File: src/rtl/acc_alu_pkg.sv
package acc_alu_pkg;

  localparam int Z_BIT = 7;
  localparam int N_BIT = 6;
  localparam int H_BIT = 5;
  localparam int C_BIT = 4;

  typedef enum logic [3:0] {
    OP_ADD  = 4'd0,  OP_ADC  = 4'd1,  OP_SUB  = 4'd2,  OP_SBC  = 4'd3,
    OP_AND  = 4'd4,  OP_XOR  = 4'd5,  OP_OR   = 4'd6,  OP_CP   = 4'd7,
    OP_INC  = 4'd8,  OP_DEC  = 4'd9,  OP_CPL  = 4'd10, OP_SCF  = 4'd11,
    OP_CCF  = 4'd12, OP_DAA  = 4'd13, OP_WADD = 4'd14, OP_SPADD = 4'd15
  } aluOp_e;

  typedef enum logic [3:0] {
    U_ADDSUB, U_AND, U_XOR, U_OR, U_INCDEC, U_CPL, U_PASS, U_DAA, U_WORD, U_SPOFF
  } unitSel_e;

  typedef enum logic [2:0] {
    FR_CALC, FR_ZERO, FR_ONE, FR_KEEP, FR_FLIP
  } flagRule_e;

  typedef struct packed {
    unitSel_e  unit;
    logic      subtract;
    logic      useCarry;
    logic      keepAcc;
    flagRule_e zRule;
    flagRule_e nRule;
    flagRule_e hRule;
    flagRule_e cRule;
  } aluCtl_t;

endpackage

File: src/rtl/acc_alu_ctrl.sv
module acc_alu_ctrl
  import acc_alu_pkg::*;
(
  input  aluOp_e  op,
  output aluCtl_t ctl
);

  always_comb begin
    ctl = '{unit: U_PASS, subtract: 1'b0, useCarry: 1'b0, keepAcc: 1'b0,
            zRule: FR_KEEP, nRule: FR_KEEP, hRule: FR_KEEP, cRule: FR_KEEP};
    unique case (op)
      OP_ADD, OP_ADC, OP_SUB, OP_SBC, OP_CP: begin
        ctl.unit     = U_ADDSUB;
        ctl.subtract = (op == OP_SUB) || (op == OP_SBC) || (op == OP_CP);
        ctl.useCarry = (op == OP_ADC) || (op == OP_SBC);
        ctl.keepAcc  = (op == OP_CP);
        ctl.zRule    = FR_CALC;
        ctl.nRule    = ctl.subtract ? FR_ONE : FR_ZERO;
        ctl.hRule    = FR_CALC;
        ctl.cRule    = FR_CALC;
      end
      OP_AND: begin
        ctl.unit  = U_AND;
        ctl.zRule = FR_CALC; ctl.nRule = FR_ZERO; ctl.hRule = FR_ONE; ctl.cRule = FR_ZERO;
      end
      OP_XOR, OP_OR: begin
        ctl.unit  = (op == OP_XOR) ? U_XOR : U_OR;
        ctl.zRule = FR_CALC; ctl.nRule = FR_ZERO; ctl.hRule = FR_ZERO; ctl.cRule = FR_ZERO;
      end
      OP_INC, OP_DEC: begin
        ctl.unit     = U_INCDEC;
        ctl.subtract = (op == OP_DEC);
        ctl.zRule    = FR_CALC;
        ctl.nRule    = ctl.subtract ? FR_ONE : FR_ZERO;
        ctl.hRule    = FR_CALC;
        ctl.cRule    = FR_KEEP;
      end
      OP_CPL: begin
        ctl.unit  = U_CPL;
        ctl.nRule = FR_ONE; ctl.hRule = FR_ONE;
      end
      OP_SCF, OP_CCF: begin
        ctl.unit  = U_PASS;
        ctl.nRule = FR_ZERO; ctl.hRule = FR_ZERO;
        ctl.cRule = (op == OP_SCF) ? FR_ONE : FR_FLIP;
      end
      OP_DAA: begin
        ctl.unit  = U_DAA;
        ctl.zRule = FR_CALC; ctl.hRule = FR_ZERO; ctl.cRule = FR_CALC;
      end
      OP_WADD: begin
        ctl.unit  = U_WORD;
        ctl.nRule = FR_ZERO; ctl.hRule = FR_CALC; ctl.cRule = FR_CALC;
      end
      OP_SPADD: begin
        ctl.unit  = U_SPOFF;
        ctl.zRule = FR_ZERO; ctl.nRule = FR_ZERO; ctl.hRule = FR_CALC; ctl.cRule = FR_CALC;
      end
      default: ;
    endcase
  end

endmodule

File: src/rtl/acc_alu_datapath.sv
module acc_alu_datapath
  import acc_alu_pkg::*;
#(
  parameter int DATA_W = 8
) (
  input  aluCtl_t             ctl,
  input  logic [DATA_W-1:0]   accIn,
  input  logic [DATA_W-1:0]   operandIn,
  input  logic [DATA_W-1:0]   flagsIn,
  input  logic [2*DATA_W-1:0] wordA,
  input  logic [2*DATA_W-1:0] wordB,
  output logic [2*DATA_W-1:0] resultOut,
  output logic                zCalc,
  output logic                hCalc,
  output logic                cCalc
);

  localparam int NIB    = DATA_W / 2;
  localparam int WIDE_W = 2 * DATA_W;
  localparam int HIGH_W = WIDE_W - NIB;

  localparam logic [DATA_W-1:0] LOW_FIX  = DATA_W'(6);
  localparam logic [DATA_W-1:0] HIGH_FIX = DATA_W'(6) << NIB;
  localparam logic [DATA_W-1:0] BCD_MAX  = DATA_W'(9) | (DATA_W'(9) << NIB);
  localparam logic [NIB-1:0]    NIB_MAX  = NIB'(9);

  logic                cin;
  logic [DATA_W:0]     byteFull;
  logic [NIB:0]        nibFull;
  logic [DATA_W-1:0]   calcVal;
  logic [DATA_W-1:0]   daaFix;
  logic [WIDE_W:0]     wordFull;
  logic [HIGH_W:0]     wordLowFull;
  logic [WIDE_W-1:0]   offsetExt;

  assign cin = ctl.useCarry & flagsIn[C_BIT];

  always_comb begin
    byteFull    = '0;
    nibFull     = '0;
    calcVal     = '0;
    daaFix      = '0;
    wordFull    = '0;
    wordLowFull = '0;
    offsetExt   = {{DATA_W{operandIn[DATA_W-1]}}, operandIn};
    resultOut   = '0;
    hCalc       = 1'b0;
    cCalc       = 1'b0;

    unique case (ctl.unit)
      U_ADDSUB: begin
        if (ctl.subtract) begin
          byteFull = {1'b0, accIn} - {1'b0, operandIn} - {{DATA_W{1'b0}}, cin};
          nibFull  = {1'b0, accIn[NIB-1:0]} - {1'b0, operandIn[NIB-1:0]} - {{NIB{1'b0}}, cin};
        end else begin
          byteFull = {1'b0, accIn} + {1'b0, operandIn} + {{DATA_W{1'b0}}, cin};
          nibFull  = {1'b0, accIn[NIB-1:0]} + {1'b0, operandIn[NIB-1:0]} + {{NIB{1'b0}}, cin};
        end
        calcVal   = byteFull[DATA_W-1:0];
        hCalc     = nibFull[NIB];
        cCalc     = byteFull[DATA_W];
        resultOut = {{DATA_W{1'b0}}, ctl.keepAcc ? accIn : calcVal};
      end
      U_AND, U_XOR, U_OR: begin
        calcVal   = (ctl.unit == U_AND) ? (accIn & operandIn) :
                    (ctl.unit == U_XOR) ? (accIn ^ operandIn) : (accIn | operandIn);
        resultOut = {{DATA_W{1'b0}}, calcVal};
      end
      U_INCDEC: begin
        if (ctl.subtract) begin
          calcVal = operandIn - DATA_W'(1);
          hCalc   = (operandIn[NIB-1:0] == '0);
        end else begin
          calcVal = operandIn + DATA_W'(1);
          hCalc   = (operandIn[NIB-1:0] == '1);
        end
        resultOut = {{DATA_W{1'b0}}, calcVal};
      end
      U_CPL: begin
        calcVal   = ~accIn;
        resultOut = {{DATA_W{1'b0}}, calcVal};
      end
      U_DAA: begin
        if (flagsIn[N_BIT]) begin
          daaFix  = (flagsIn[H_BIT] ? LOW_FIX : '0) | (flagsIn[C_BIT] ? HIGH_FIX : '0);
          calcVal = accIn - daaFix;
          cCalc   = flagsIn[C_BIT];
        end else begin
          daaFix  = ((flagsIn[H_BIT] || accIn[NIB-1:0] > NIB_MAX) ? LOW_FIX : '0) |
                    ((flagsIn[C_BIT] || accIn > BCD_MAX) ? HIGH_FIX : '0);
          calcVal = accIn + daaFix;
          cCalc   = flagsIn[C_BIT] || (accIn > BCD_MAX);
        end
        resultOut = {{DATA_W{1'b0}}, calcVal};
      end
      U_WORD: begin
        wordFull    = {1'b0, wordA} + {1'b0, wordB};
        wordLowFull = {1'b0, wordA[HIGH_W-1:0]} + {1'b0, wordB[HIGH_W-1:0]};
        hCalc       = wordLowFull[HIGH_W];
        cCalc       = wordFull[WIDE_W];
        resultOut   = wordFull[WIDE_W-1:0];
      end
      U_SPOFF: begin
        byteFull  = {1'b0, wordA[DATA_W-1:0]} + {1'b0, operandIn};
        nibFull   = {1'b0, wordA[NIB-1:0]} + {1'b0, operandIn[NIB-1:0]};
        hCalc     = nibFull[NIB];
        cCalc     = byteFull[DATA_W];
        resultOut = wordA + offsetExt;
      end
      default: begin
        resultOut = {{DATA_W{1'b0}}, accIn};
      end
    endcase
  end

  assign zCalc = (calcVal == '0);

endmodule

File: src/rtl/acc_alu_flags.sv
module acc_alu_flags
  import acc_alu_pkg::*;
#(
  parameter int DATA_W = 8
) (
  input  aluCtl_t           ctl,
  input  logic [DATA_W-1:0] flagsIn,
  input  logic              zCalc,
  input  logic              hCalc,
  input  logic              cCalc,
  output logic [DATA_W-1:0] flagsOut
);

  function automatic logic applyRule(flagRule_e rule, logic calc, logic prev);
    unique case (rule)
      FR_CALC: applyRule = calc;
      FR_ZERO: applyRule = 1'b0;
      FR_ONE:  applyRule = 1'b1;
      FR_FLIP: applyRule = ~prev;
      default: applyRule = prev;
    endcase
  endfunction

  always_comb begin
    flagsOut        = '0;
    flagsOut[Z_BIT] = applyRule(ctl.zRule, zCalc, flagsIn[Z_BIT]);
    flagsOut[N_BIT] = applyRule(ctl.nRule, 1'b0, flagsIn[N_BIT]);
    flagsOut[H_BIT] = applyRule(ctl.hRule, hCalc, flagsIn[H_BIT]);
    flagsOut[C_BIT] = applyRule(ctl.cRule, cCalc, flagsIn[C_BIT]);
  end

endmodule

File: src/rtl/acc_alu.sv
module acc_alu
  import acc_alu_pkg::*;
#(
  parameter int DATA_W = 8
) (
  input  logic [3:0]          opSel,
  input  logic [DATA_W-1:0]   accIn,
  input  logic [DATA_W-1:0]   operandIn,
  input  logic [DATA_W-1:0]   flagsIn,
  input  logic [2*DATA_W-1:0] wordA,
  input  logic [2*DATA_W-1:0] wordB,
  output logic [2*DATA_W-1:0] resultOut,
  output logic [DATA_W-1:0]   flagsOut
);

  aluOp_e  opCode;
  aluCtl_t ctl;
  logic    zCalc, hCalc, cCalc;

  assign opCode = aluOp_e'(opSel);

  acc_alu_ctrl u_ctrl (
    .op  (opCode),
    .ctl (ctl)
  );

  acc_alu_datapath #(.DATA_W(DATA_W)) u_dp (
    .ctl       (ctl),
    .accIn     (accIn),
    .operandIn (operandIn),
    .flagsIn   (flagsIn),
    .wordA     (wordA),
    .wordB     (wordB),
    .resultOut (resultOut),
    .zCalc     (zCalc),
    .hCalc     (hCalc),
    .cCalc     (cCalc)
  );

  acc_alu_flags #(.DATA_W(DATA_W)) u_flags (
    .ctl      (ctl),
    .flagsIn  (flagsIn),
    .zCalc    (zCalc),
    .hCalc    (hCalc),
    .cCalc    (cCalc),
    .flagsOut (flagsOut)
  );

endmodule

File: config.mk
export PLATFORM = sky130hd
export DESIGN_NAME = acc_alu
export DESIGN_NICKNAME = d
export VERILOG_FILES = /design/src/rtl/acc_alu_pkg.sv /design/src/rtl/acc_alu_ctrl.sv /design/src/rtl/acc_alu_datapath.sv /design/src/rtl/acc_alu_flags.sv /design/src/rtl/acc_alu.sv
export SDC_FILE = /design/constraint.sdc
export NUM_CORES = 1
export LEC_CHECK = 0
export BUFFER_PORTS_ARGS = -buffer_cell sky130_fd_sc_hd__buf_2
export CAP_MARGIN = 20
export CORE_MARGIN = 1
export CORE_UTILIZATION = 27
export DETAILED_ROUTE_END_ITERATION = 7
export SYNTH_ARGS = -nofsm -noshare
export SYNTH_HDL_FRONTEND = slang
export SYNTH_HIERARCHICAL = 1
export SYNTH_SLANG_ARGS = --single-unit
File: constraint.sdc
create_clock -name vclk -period 4.1
set_input_delay 0.205 -clock vclk [all_inputs]
set_output_delay 0.205 -clock vclk [all_outputs]
set_load 0.01 [all_outputs]
==> results.tsv <==
metric	value	unit
status	finished clean	
Clock Power Share	0	%
worst setup path class	input pin to output port	
P_sw	0.482	mW
max-slew violation count	0	
Antenna Violating Nets Remaining	0	
max frequency	257	MHz
Reg area	0	um^2
row cnt	46	
Synth Cell Area	0.00452	mm^2
WP data arrival	3.69	ns
DRT iter0 DRCs	460	
initial antenna violation count	0	
worst stage delay on the critical path	0.45	ns
Startpoint Class	input pin	
GRT met1 Usage	24.1	%
ANT cells	0	
met2 usage	28.3	%
layout cells sized above 1	15.4	%
syn_area_per_cell	7.02	um^2
most common cell in the netlist	ha_1	
die height	131	um
Commonest cells post-synth	76 x ha_1, 54 x a21oi_1, 46 x nand2_1, 44 x inv_1, 44 x nor2_1	
final sequential cell count	0	
GR Layer Usage met3	1.43	%
GP Congestion	0.899	
via count	5134	
most used routing layer	met2	
worst vdd ir	0.0000446	V
final instance area	0.00521	mm^2
hold crit path type	input pin to output port	
Worst-Margin Slew	0.670	ns
hold depth	4	
starting density of the core	28.0	%
leakage	2.36	nW
PwrDens	159	mW/mm^2
Final WS setup	0.206	ns
slew margin rel.	55.3	%
vias in the first global route	4793	
switching share of power	58.3	%
Crit path top cell by count	buf_2	
final setup fails	0	
Slowest-stage cell, CP	fa_1	
YS warnings	6	
Final #Nets	861	
Gate Count Post-Synth	644	
maximum capacitance violations	0	
clock buf count	0	
Tot GR Track Use	17.1	%
DR pass1 iterations	6	
element type at the critical path end	output port	
# port buffers	76	
fin crit period	3.89	ns
Int Pwr	0.345	mW
endpoints failing hold	0	
Die X-Extent	131	um
footprint of the multi-input gates	0.00423	mm^2
largest area contributor in the netlist	ha_1	
DR DRC count	0	
cts hold-fix bufs	0	
wire length per cell	16.4	um
Sequential Power Share	0	%
Ports	84	
via/cell ratio	5.51	
total chip power	0.828	mW
crit-path cells	buf_2 > nor3b_1 > nand2_1 > fa_1 > ha_1 > a211oi_1 > o21ai_0 > a31oi_1 > xor2_1 > a221oi_2 > o41ai_2 > and4_1 > o22a_1 > o21a_1 > buf_2	
core area	0.0161	mm^2
DP Area	0.00519	mm^2
Filler Cells Inserted	1773	
Synth top area share	21.0	%
CP required	3.89	ns
RSZ-0062 raised after global routing	false	
Comb pwr share	100.0	%
CP max FO	5	
Yosys cell types	72	
detailed-route wire length	15.3	mm
pin count of the biggest net entering global routing	29	
Synth area leaders	ha_1 21%, a21oi_1 6.0%, xnor2_1 4.8%	
Area growth syn-to-layout	15.2	%
pre-CTS setup slack	0.162	ns
total congestion overflow	0	
setup TNS	0	ns
Final period util	95.0	%
Seq/Total Area, Yosys	0	%
first-pass GRT wire length	24.5	mm
Die ar.	0.0173	mm^2
HPWL Detailed	12.5	mm
-- cell families (layout without fill, tap and decap cells) --
| logic type | after synthesis | count (layout) | share of synthesized area [%] |
|---|---|---|---|
| adders and majority gates | 83 | 83 | 24.1 |
| buffers and inverters | 73 | 140 | 7.14 |
| muxes | 7 | 7 | 1.58 |
| other | 2 | 7 | 0.166 |
| AOI/OAI and AO/OA | 239 | 239 | 35.6 |
| xor gates and xnor gates | 43 | 43 | 8.33 |
| and+or+nand+nor | 197 | 197 | 23.0 |
-- per-layer routing --
metal	routed length, um	vias to the layer above
li1	-	2570
met1	7240	2330
met2	6820	210
met3	990	24
met4	245	0
met5	0	-
-- cell type report --
cell class / instances / share of cell area, %
repair buffers: 95 / 10.3
well taps: 216 / 5.19
inverters: 45 / 3.24
multi-input cells: 576 / 81.3
-- power by group through the flow --
stage          clock network [mW]  registers [mW]  logic [mW]
2_1_floorplan                   0               0       0.573
3_3_place_gp                    0               0       0.808
3_5_place_dp                    0               0       0.810
4_1_cts                         0               0       0.814
5_1_grt                         0               0       0.912
6_report                        0               0       0.828
-- cells in the final DEF (no fill, tap or decap), types with 5 or more instances in the layout --
| cell | n |
|---|---|
| o22ai_1 | 8 |
| nor3b_1 | 7 |
| o21ai_0 | 42 |
| nand2_1 | 46 |
| a21o_1 | 14 |
| xor2_1 | 18 |
| buf_4 | 18 |
| o211ai_1 | 8 |
| nand4_1 | 6 |
| buf_2 | 76 |
| a22oi_1 | 5 |
| and3_1 | 5 |
| a31oi_1 | 8 |
| inv_1 | 44 |
| o22a_1 | 7 |
| a21oi_1 | 54 |
| a211oi_1 | 20 |
| conb_1 | 7 |
| nor3_1 | 19 |
| nand3_1 | 15 |
| mux2i_1 | 6 |
| xnor2_1 | 25 |
| fa_1 | 7 |
| o21a_1 | 11 |
| nand2b_1 | 9 |
| nor2b_1 | 10 |
| a221oi_1 | 8 |
| nor2_1 | 44 |
| ha_1 | 76 |
| o21bai_1 | 8 |
-- per-stage QoR --
stage | hold slack, ns | utilization (%) | std cells
2_1_floorplan | 0.555 | - | 649
5_1_grt | 0.862 | 32.3 | 932
3_3_place_gp | 0.823 | 32.2 | 932
4_1_cts | 0.831 | 32.2 | 932
3_5_place_dp | 0.831 | 32.2 | 932
6_report | 0.832 | 32.3 | 932
-- worst max-delay path: cells and delay by family --
family                   cells  cell delay, ns
buffers and inverters        2            0.25
adder cells (fa/ha/maj)      2            0.75
XOR/XNOR                     1            0.11
AND/OR/NAND/NOR              3            0.67
AO/OA/AOI/OAI                7            1.68
-- timing repair --
action | CTS | global route
setup buffers | 0 | 0
gates resized for setup | 0 | 2
setup endpoints to repair | 0 | 1
-- path summary, 6_finish.rpt --
kind,from,end,slack [ns]
max,opSel[3],flagsOut[7],0.21
min,flagsIn[6],flagsOut[6],0.83
Power figures use the tool's default switching activity.
